`config.mk`:
```
export PLATFORM = sky130hd
export DESIGN_NAME = xlate_tlb
export DESIGN_NICKNAME = d
export VERILOG_FILES = /design/src/rtl/tlb_pkg.sv /design/src/rtl/tlb_match.sv /design/src/rtl/tlb_victim.sv /design/src/rtl/tlb_store.sv /design/src/rtl/xlate_tlb.sv
export SDC_FILE = /design/constraint.sdc
export NUM_CORES = 2
export LEC_CHECK = 0
export BUFFER_PORTS_ARGS = -buffer_cell sky130_fd_sc_hd__buf_2
export CAP_MARGIN = 15
export CORE_ASPECT_RATIO = 0.8
export CORE_UTILIZATION = 45
export DETAILED_ROUTE_END_ITERATION = 10
export MAX_ROUTING_LAYER = met4
export PLACE_DENSITY_LB_ADDON = 0.08
export SYNTH_ARGS = -nofsm -noshare
export SYNTH_HDL_FRONTEND = slang
export SYNTH_SLANG_ARGS = --single-unit
```
`constraint.sdc`:
```
create_clock -name clk -period 5.6 [get_ports clk]
set_input_delay 1.4 -clock clk [delete_from_list [all_inputs] [get_ports clk]]
set_output_delay 1.4 -clock clk [all_outputs]
set_load 0.05 [all_outputs]
```
`src/rtl/tlb_pkg.sv`:
```
package tlb_pkg;

    localparam int LADDR_W    = 32;
    localparam int PAGE_SHIFT = 12;
    localparam int SET_BITS   = 3;
    localparam int NSETS      = 1 << SET_BITS;
    localparam int NWAYS      = 4;
    localparam int VPN_W      = LADDR_W - PAGE_SHIFT;
    localparam int TAG_W      = VPN_W - SET_BITS;
    localparam int PFN_W      = LADDR_W - PAGE_SHIFT;

    // bit positions inside a page-table entry
    localparam int PTE_PRESENT = 0;
    localparam int PTE_WRITE   = 1;
    localparam int PTE_USER    = 2;
    localparam int PTE_DIRTY   = 6;
    localparam int PTE_GLOBAL  = 8;

    typedef logic [SET_BITS-1:0] set_idx_t;
    typedef logic [TAG_W-1:0]    tag_t;

    typedef struct packed {
        logic             valid;
        logic             glob;
        logic             wr;
        logic             usr;
        logic             dirty;
        tag_t             tag;
        logic [PFN_W-1:0] pfn;
    } tlb_ent_t;

    function automatic set_idx_t vpn_set(input logic [VPN_W-1:0] vpn);
        return vpn[SET_BITS-1:0];
    endfunction

    function automatic tag_t vpn_tag(input logic [VPN_W-1:0] vpn);
        return vpn[VPN_W-1:SET_BITS];
    endfunction

    function automatic tlb_ent_t build_entry(input logic [VPN_W-1:0] vpn,
                                             input logic [LADDR_W-1:0] pte,
                                             input logic caused_by_write);
        tlb_ent_t e;
        e.valid = 1'b1;
        e.glob  = pte[PTE_GLOBAL];
        e.wr    = pte[PTE_WRITE];
        e.usr   = pte[PTE_USER];
        e.dirty = pte[PTE_DIRTY] | caused_by_write;
        e.tag   = vpn_tag(vpn);
        e.pfn   = pte[LADDR_W-1:PAGE_SHIFT];
        return e;
    endfunction

endpackage

```
`src/rtl/tlb_match.sv`:
```
module tlb_match
    import tlb_pkg::*;
#(
    parameter int WAYS = NWAYS
) (
    input  tlb_ent_t [WAYS-1:0] row_i,
    input  tag_t                tag_i,
    output logic [WAYS-1:0]     hit_o
);

    for (genvar w = 0; w < WAYS; w++) begin : g_way
        assign hit_o[w] = row_i[w].valid && (row_i[w].tag == tag_i);
    end

endmodule

```
`src/rtl/tlb_victim.sv`:
```
module tlb_victim
    import tlb_pkg::*;
#(
    parameter int WAYS = NWAYS
) (
    input  tlb_ent_t [WAYS-1:0]      row_i,
    input  logic [WAYS-1:0]          match_i,
    input  logic [$clog2(WAYS)-1:0]  ptr_i,
    output logic [$clog2(WAYS)-1:0]  way_o,
    output logic                     use_ptr_o
);

    localparam int PW = $clog2(WAYS);

    logic found_match;
    logic found_free;
    logic [PW-1:0] match_way;
    logic [PW-1:0] free_way;

    always_comb begin
        found_match = 1'b0;
        found_free  = 1'b0;
        match_way   = '0;
        free_way    = '0;
        for (int w = 0; w < WAYS; w++) begin
            if (match_i[w] && !found_match) begin
                found_match = 1'b1;
                match_way   = PW'(w);
            end
            if (!row_i[w].valid && !found_free) begin
                found_free = 1'b1;
                free_way   = PW'(w);
            end
        end
        if (found_match) begin
            way_o     = match_way;
            use_ptr_o = 1'b0;
        end else if (found_free) begin
            way_o     = free_way;
            use_ptr_o = 1'b0;
        end else begin
            way_o     = ptr_i;
            use_ptr_o = 1'b1;
        end
    end

endmodule

```
`src/rtl/tlb_store.sv`:
```
module tlb_store
    import tlb_pkg::*;
#(
    parameter int SETS = NSETS,
    parameter int WAYS = NWAYS
) (
    input  logic                                clk,
    input  logic                                rst,
    input  logic                                inst_en,
    input  logic [$clog2(SETS)-1:0]             inst_set,
    input  logic [$clog2(WAYS)-1:0]             inst_way,
    input  tlb_ent_t                            inst_ent,
    input  logic                                adv_en,
    input  logic                                flush_ng,
    input  logic                                flush_all,
    input  logic                                inv_en,
    input  logic [$clog2(SETS)-1:0]             inv_set,
    input  logic [WAYS-1:0]                     inv_hit,
    output tlb_ent_t [SETS-1:0][WAYS-1:0]       tbl_o,
    output logic [SETS-1:0][$clog2(WAYS)-1:0]   ptr_o
);

    localparam int PW = $clog2(WAYS);
    localparam int SW = $clog2(SETS);

    tlb_ent_t [SETS-1:0][WAYS-1:0]  tbl_q;
    logic [SETS-1:0][PW-1:0]        ptr_q;

    for (genvar s = 0; s < SETS; s++) begin : g_set
        logic this_inst;
        logic this_inv;
        assign this_inst = inst_en && (inst_set == SW'(s));
        assign this_inv  = inv_en  && (inv_set  == SW'(s));

        for (genvar w = 0; w < WAYS; w++) begin : g_way
            logic drop;
            assign drop = flush_all
                       || (flush_ng && !tbl_q[s][w].glob)
                       || (this_inv && inv_hit[w]);

            always_ff @(posedge clk) begin
                if (rst) begin
                    tbl_q[s][w] <= '0;
                end else if (drop) begin
                    tbl_q[s][w].valid <= 1'b0;
                end else if (this_inst && (inst_way == PW'(w))) begin
                    tbl_q[s][w] <= inst_ent;
                end
            end
        end

        always_ff @(posedge clk) begin
            if (rst) begin
                ptr_q[s] <= '0;
            end else if (this_inst && adv_en) begin
                ptr_q[s] <= (ptr_q[s] == PW'(WAYS - 1)) ? '0 : ptr_q[s] + 1'b1;
            end
        end
    end

    assign tbl_o = tbl_q;
    assign ptr_o = ptr_q;

endmodule

```
`src/rtl/xlate_tlb.sv`:
```
module xlate_tlb
    import tlb_pkg::*;
#(
    parameter int SETS = NSETS,
    parameter int WAYS = NWAYS
) (
    input  logic                 clk,
    input  logic                 rst,
    input  logic [LADDR_W-1:0]   lk_addr,
    input  logic                 lk_write,
    input  logic                 lk_user,
    output logic                 lk_hit,
    output logic [LADDR_W-1:0]   lk_paddr,
    input  logic                 up_valid,
    input  logic [VPN_W-1:0]     up_vpn,
    input  logic [LADDR_W-1:0]   up_pte,
    input  logic                 up_write,
    input  logic                 fl_nonglobal,
    input  logic                 fl_all,
    input  logic                 inv_valid,
    input  logic [VPN_W-1:0]     inv_vpn
);

    localparam int PW = $clog2(WAYS);

    tlb_ent_t [SETS-1:0][WAYS-1:0]  tbl;
    logic [SETS-1:0][PW-1:0]        ptr;

    // lookup path
    logic [VPN_W-1:0]     lk_vpn;
    set_idx_t             lk_set;
    logic [WAYS-1:0]      lk_match;
    tlb_ent_t             lk_ent;
    logic                 perm_ok;

    assign lk_vpn = lk_addr[LADDR_W-1:PAGE_SHIFT];
    assign lk_set = vpn_set(lk_vpn);

    tlb_match #(.WAYS(WAYS)) u_lk_match (
        .row_i (tbl[lk_set]),
        .tag_i (vpn_tag(lk_vpn)),
        .hit_o (lk_match)
    );

    always_comb begin
        lk_ent = '0;
        for (int w = 0; w < WAYS; w++) begin
            if (lk_match[w]) lk_ent = lk_ent | tbl[lk_set][w];
        end
    end

    assign perm_ok  = (!lk_user  || lk_ent.usr)
                   && (!lk_write || (lk_ent.wr && lk_ent.dirty));
    assign lk_hit   = (|lk_match) && perm_ok;
    assign lk_paddr = {lk_ent.pfn, lk_addr[PAGE_SHIFT-1:0]};

    // install path
    set_idx_t             up_set;
    logic [WAYS-1:0]      up_match;
    logic [PW-1:0]        up_way;
    logic                 up_use_ptr;
    logic                 up_go;
    logic                 unused_pte;

    assign up_set     = vpn_set(up_vpn);
    assign unused_pte = ^{up_pte[PAGE_SHIFT-1:PTE_GLOBAL+1], up_pte[PTE_DIRTY+1],
                          up_pte[PTE_DIRTY-1:PTE_USER+1]};

    tlb_match #(.WAYS(WAYS)) u_up_match (
        .row_i (tbl[up_set]),
        .tag_i (vpn_tag(up_vpn)),
        .hit_o (up_match)
    );

    tlb_victim #(.WAYS(WAYS)) u_victim (
        .row_i     (tbl[up_set]),
        .match_i   (up_match),
        .ptr_i     (ptr[up_set]),
        .way_o     (up_way),
        .use_ptr_o (up_use_ptr)
    );

    assign up_go = up_valid && up_pte[PTE_PRESENT]
                && !fl_nonglobal && !fl_all && !inv_valid;

    // invalidate path
    set_idx_t             inv_set;
    logic [WAYS-1:0]      inv_match;

    assign inv_set = vpn_set(inv_vpn);

    tlb_match #(.WAYS(WAYS)) u_inv_match (
        .row_i (tbl[inv_set]),
        .tag_i (vpn_tag(inv_vpn)),
        .hit_o (inv_match)
    );

    tlb_store #(.SETS(SETS), .WAYS(WAYS)) u_store (
        .clk       (clk),
        .rst       (rst),
        .inst_en   (up_go),
        .inst_set  (up_set),
        .inst_way  (up_way),
        .inst_ent  (build_entry(up_vpn, up_pte, up_write)),
        .adv_en    (up_use_ptr),
        .flush_ng  (fl_nonglobal),
        .flush_all (fl_all),
        .inv_en    (inv_valid),
        .inv_set   (inv_set),
        .inv_hit   (inv_match),
        .tbl_o     (tbl),
        .ptr_o     (ptr)
    );

endmodule

```
---- Word level (Yosys, flattened, before mapping) ----
Cells that the tools add are included.
word-level totals
  flip-flop bits (word level) ............. 1,360
  input bits .............................. 113
  word-level logic and storage cells ...... 678
  output and inout port bits .............. 33
operators by class
  eq/ne operators ......................... 37
  $add $sub $neg .......................... 8
  multiplexer cells ....................... 38
  $lt $le $gt $ge ......................... 3
  bitwise gates (word level) .............. 36
  reduce and logical (&&, ||, !) cells .... 324
operators with widths
  operator                                             count
  binary-select mux 168 bit (select 3 bit)             3
  2-to-1 mux 168 bit                                   3
  == test 17 bit                                       12
  2-to-1 mux 40 bit                                    4
  logical AND 1 bit                                    145
  OR 40 bit                                            3
  logical OR 1 bit                                     66
  AND reduction 2 bit                                  32
  OR reduction 2 bit                                   32
  logical NOT 1 bit                                    45
  NOT 1 bit                                            32
  2-to-1 mux 2 bit                                     15
  == test 3 bit (second input constant)                8
  == test 2 bit (second input constant)                10
  adder 2 x 1 -> 2 bit (second input constant)         8
  == test 3 x 2 -> 1 bit (second input constant)       4
  < comparator 3 x 4 -> 1 bit (second input constant)  3
  2-to-1 mux 1 bit                                     12
  binary-select mux 2 bit (select 3 bit)               1
  == test 3 x 1 -> 1 bit (second input constant)       2
  logical NOT 3 bit                                    2
  OR reduction 4 bit                                   1
  == test 2 x 1 -> 1 bit (second input constant)       1
  logical NOT 2 bit                                    1
  OR 1 bit                                             1

---- Longest topological paths before layout ----
  depth after elaboration ................. 18
  mapped depth ............................ 16
  depth with buffers taken out ............ 9

---- Cells and area by module ----
Synthesis repeated with hierarchy kept, for this count alone.
second synthesis, totals
  cells, all modules ...................... 7,513
  area total of the unflattened synthesis .. 86,212.7 um^2
modules (own cells, without submodules)
  module      cells each  sequential area each (um^2)  times used  area an instance (um^2)
  tlb_store   5,300       27,226.1                     1           53,137.2
  xlate_tlb   1,922       0.0                          1           30,718.2
  tlb_match   93          0.0                          3           762.0
  tlb_victim  12          0.0                          1           71.3

---- Worst setup path after synthesis ----
Ideal clock, no wire load.
  path kind ............................... input to output
  start point ............................. in lk_addr[14]
  end point ............................... out lk_hit
  arrival ................................. 5.321 ns
  path buffers ............................ 4
  slack ................................... -1.121 ns
  required time ........................... 4.200 ns
  stages on the path ...................... 11
  path through ............................ buf_2 buf_1 buf_1 clkbuf_1 mux4_2 mux2i_1 xnor2_1 nor4_1 nand4_1 a41o_1 a211oi_1
on the way
  cells in the longest elaborated chain, start to end .. 15
  elaborated cells between the ends (all ways) .. 23
  classes of those cells .................. 4 x eq/ne; 6 x mux; 3 x bitwise; 10 x reduce/logical
ends and longest elaborated chain
  item                                        RTL line                          RTL
  start, declared                             xlate_tlb.sv:9                    input logic [LADDR_W-1:0] lk_addr,
  binary-select mux 168 bit (select 3 bit) *  xlate_tlb.sv:40, xlate_tlb.sv:48
  2-to-1 mux 168 bit (implied by the code) *  xlate_tlb.sv:48                   if (lk_match[w]) lk_ent = lk_ent | tbl[lk_set][w];
  == test 17 bit                              tlb_match.sv:12                   assign hit_o[w] = row_i[w].valid && (row_i[w].tag == tag_i);
  logical AND 1 bit                           tlb_match.sv:12
  2-to-1 mux 40 bit                           xlate_tlb.sv:48
  OR 40 bit                                   xlate_tlb.sv:48
  2-to-1 mux 40 bit                           xlate_tlb.sv:48
  OR 40 bit                                   xlate_tlb.sv:48
  2-to-1 mux 40 bit                           xlate_tlb.sv:48
  OR 40 bit                                   xlate_tlb.sv:48
  2-to-1 mux 40 bit                           xlate_tlb.sv:48
  logical AND 1 bit                           xlate_tlb.sv:53                   && (!lk_write || (lk_ent.wr && lk_ent.dirty));
  logical OR 1 bit                            xlate_tlb.sv:53
  logical AND 1 bit                           xlate_tlb.sv:53
  logical AND 1 bit *                         xlate_tlb.sv:54                   assign lk_hit = (|lk_match) && perm_ok;
  end, declared                               xlate_tlb.sv:12                   output logic lk_hit,
Mark *: on every way between the ends. The rest lies on a longest branch, timed or not. The select of a mux whose other input is x is not followed.

---- Worst setup path after layout ----
  start point ............................. in lk_addr[13]
  end point ............................... out lk_hit
The elaborated chain is that of the path after synthesis.

==> impl_metrics.yaml <==
run_status:
  outcome: "finished with violations"
  violations: "negative setup slack"
sta:
  final_hold_viol_count: 0
  tightest_slew_ns: 1.147
  finalCritPeriodShare: 1.089
  skew_ns: 0.03550
  setup_viol: 21
  fin_setup_tns_ns: -9.139
  setup_ws_ns: -0.4973
  rsz0062_at_grt: "true"
  timing.hold.ws_ns: 0.4710
  clock.fmax_mhz: 164.0
  relSlewSlack: 0.2353
  fin_crit_ns: 6.097
  slew_violations: 0
power:
  p_total_mw: 21.90
  ir_drop_mv: 0.3249
  combPwrFrac: 0.082
  power.share.clock: 0.476
  seqPwrFrac: 0.442
  power.density_nw_per_um2: 249.7
  total_leakage_power_nw: 40.00
  p_sw_frac: 0.2511
  p_int_mw: 16.41
  p_sw_mw: 5.499
die:
  core_area_um2: 164400
  die_area_um2: 167300
  die_height_um: 366
  ios: 146
  start_util: 0.4533
  die_x_um: 457
  rows: 133
job:
  maxCapViolCount: 0
drt:
  first_pass_iters: 6
  drc_errors: 0
  avgRoutedWirePerCell_um: 29.70
  routed_via_density: 6.029
  postRouteAntennaNets: 0
  vias: 54070
  drtIter0Drc: 5731
  totalWireLength_um: 266300
synthesis:
  async_reset_ff_frac: 0
  yosys.area.top_type: "dfxtp_1"
  synth_seq_cells: 1360
  yosysWarnings: 0
  syn_avg_cell_area_um2: 11.52
  synth_nets: 6591
  synth_cell_types: 71
  synth_edf_count: 0
  ys_seq_area_frac: 0.3653
  netlist_area_um2: 74530
  synth_flop_cell: "dfxtp_1"
  synth_area_leaders: "dfxtp_1 (37%), mux2i_1 (23%), mux4_2 (16%)"
  syn_inst: 6470
  synth_top_area_share: 0.3653
worst_setup_path:
  r2r_end: "u_store.tbl_o[845]"
  path_class: "primary input to primary output"
  reg2reg_slack_ns: 1.61
  worstPathRequired_ns: 4.20
  cp_data_arrival_time_ns: 4.70
  crit_path_end: "lk_hit"
  reg2reg_from: "u_store.tbl_o[916]"
  reg2regPathDepth: 14
  startpoint: "lk_addr[13]"
  crit_fanout: 8
  startpoint_type: "primary input"
  crit_path_end_kind: "primary output"
finish:
  final_nets: 6794
  drive_above_1_share: 0.2458
  fin_area_um2: 87740
  syn_to_final_growth_pct: 17.73
  final_cell_mix: "mux2i_1 (1663), nand2b_1 (1378), dfxtp_1 (1360), mux4_2 (517), buf_4 (398)"
  layout_commonest_cell: "mux2i_1"
  fin_cells: 8968
  postLayoutCoreUtil: 0.5337
placement:
  gp_congestion: 1.020
  io_buffer_count: 114
  dpl.hpwl_um: 176800
  dp_cells: 8640
  place_area_um2: 81490
  dp_slack_ns: -1.284
clock_tree:
  clock_latency_ns: 0.83
  cts_buffers: 149
  cts.sinks: 1360
  cts_tree: "done"
  path_clk_slew_ns: 0.06
  clockBufferDepth: 3
  htree_levels: 4
  hold_buffers: 0
  root_buffer: "clkbuf_16"
global_route:
  grt_max_degree: 185
  grt_pass1_vias: 53040
  grt_pass1_wl_um: 385500
  antenna_found_initial: 16
  grt_overflow: 0
  grtUsageTotal: 0.3220
worst_hold_path:
  hp-class: "flop to flop"
-- synthesized netlist by cell type, types with 4 or more instances --
cell         n
a211oi_1    10
a21oi_1     12
a221oi_1    52
a22o_1       7
a22oi_1     31
a31oi_1      6
a32oi_2      4
a32oi_4     11
and2_1       5
and3_1       6
buf_1       55
buf_2      115
buf_4       53
buf_6       93
clkbuf_1   345
dfxtp_1   1360
ha_1         8
inv_1       38
mux2_2      70
mux2i_1   1678
mux4_2     517
nand2_1     47
nand2b_1  1379
nand3_1     14
nand3_2     16
nand4_1     26
nor2_1      44
nor2b_1     20
nor3_1      33
nor4_1      28
o21ai_0     45
o221ai_1    21
o22a_1      24
o22ai_1     45
o32ai_1      6
xnor2_1    124
xor2_1      67
-- cell type report --
| cell class | instances | area [um^2] |
|---|---|---|
| Fill cell | 14170 | 76670 |
| Multi-Input combinational cell | 4406 | 44530 |
| Sequential cell | 1360 | 27230 |
| Timing Repair Buffer | 716 | 7971 |
| Clock buffer | 205 | 4290 |
| Tap cell | 2160 | 2703 |
| Clock inverter | 67 | 824.5 |
| Inverter | 40 | 165.2 |
| Antenna cell | 14 | 35.03 |
-- worst max-delay path, stage by stage --
cell,delay (ns)
buf_16,0.16
buf_12,0.16
mux4_2,0.51
mux2i_1,0.20
xnor2_1,0.10
nor2_2,0.30
buf_4,0.18
nand4_1,0.21
nor4_4,0.35
buf_6,0.17
inv_4,0.04
buf_12,0.16
a41o_1,0.22
a211oi_4,0.32
buf_12,0.18
-- state kept, by name (all words and copies together) (netlist names) --
register       flops
u_store.tbl_o   1344
u_store.ptr_o     16
-- layer usage --
layer / GRT usage / vias up / wire [um]
met1: 0.4606 / 27870 / 123100
met5: - / - / 0
li1: - / 23660 / -
met2: 0.4541 / 2114 / 113200
met4: 0.08683 / 0 / 7713
met3: 0.07214 / 423 / 22360
-- how the worst min path moves through the flow --
stage                                   start                   to  slack, ns  cells past startpoint
after detailed placement   u_store.tbl_o[470]   u_store.tbl_o[470]       0.46                      2
after floorplan           u_store.tbl_o[1008]  u_store.tbl_o[1008]       0.45                      2
after global routing       u_store.tbl_o[502]   u_store.tbl_o[502]       0.48                      2
after global placement     u_store.tbl_o[331]   u_store.tbl_o[331]       0.46                      2
final                     u_store.tbl_o[1150]  u_store.tbl_o[1150]       0.47                      2
after CTS                 u_store.tbl_o[1098]  u_store.tbl_o[1098]       0.47                      2
-- logic make-up (layout without fill, tap and decap cells) --
| group | count (synthesis) | in the layout | share of synthesized area |
|---|---|---|---|
| xor gates and xnor gates | 191 | 191 | 0.02245 |
| and+or+nand+nor | 1642 | 1642 | 0.1358 |
| AOI/OAI and AO/OA | 300 | 300 | 0.03348 |
| buffers and inverters | 704 | 1028 | 0.04947 |
| DFF | 1360 | 1360 | 0.3653 |
| adders and majority gates | 8 | 8 | 0.001343 |
| other | 0 | 14 | 0 |
| muxes | 2265 | 2265 | 0.3922 |
-- repair_timing --
item	CTS	global route
endpoints found under the setup margin	21	21
buffers inserted	17	18
cloned	4	1
pin swaps	21	19
resized for setup	97	17
-- power groups by stage --
stage,combinational [mW],sequential [mW],clock [mW]
after CTS,1.74,9.68,10.6
after global placement,1.69,9.90,0
final,1.79,9.68,10.4
after global routing,1.84,9.68,11.0
after detailed placement,1.69,9.90,0
after floorplan,1.06,9.90,0
Power figures use the tool's default switching activity.
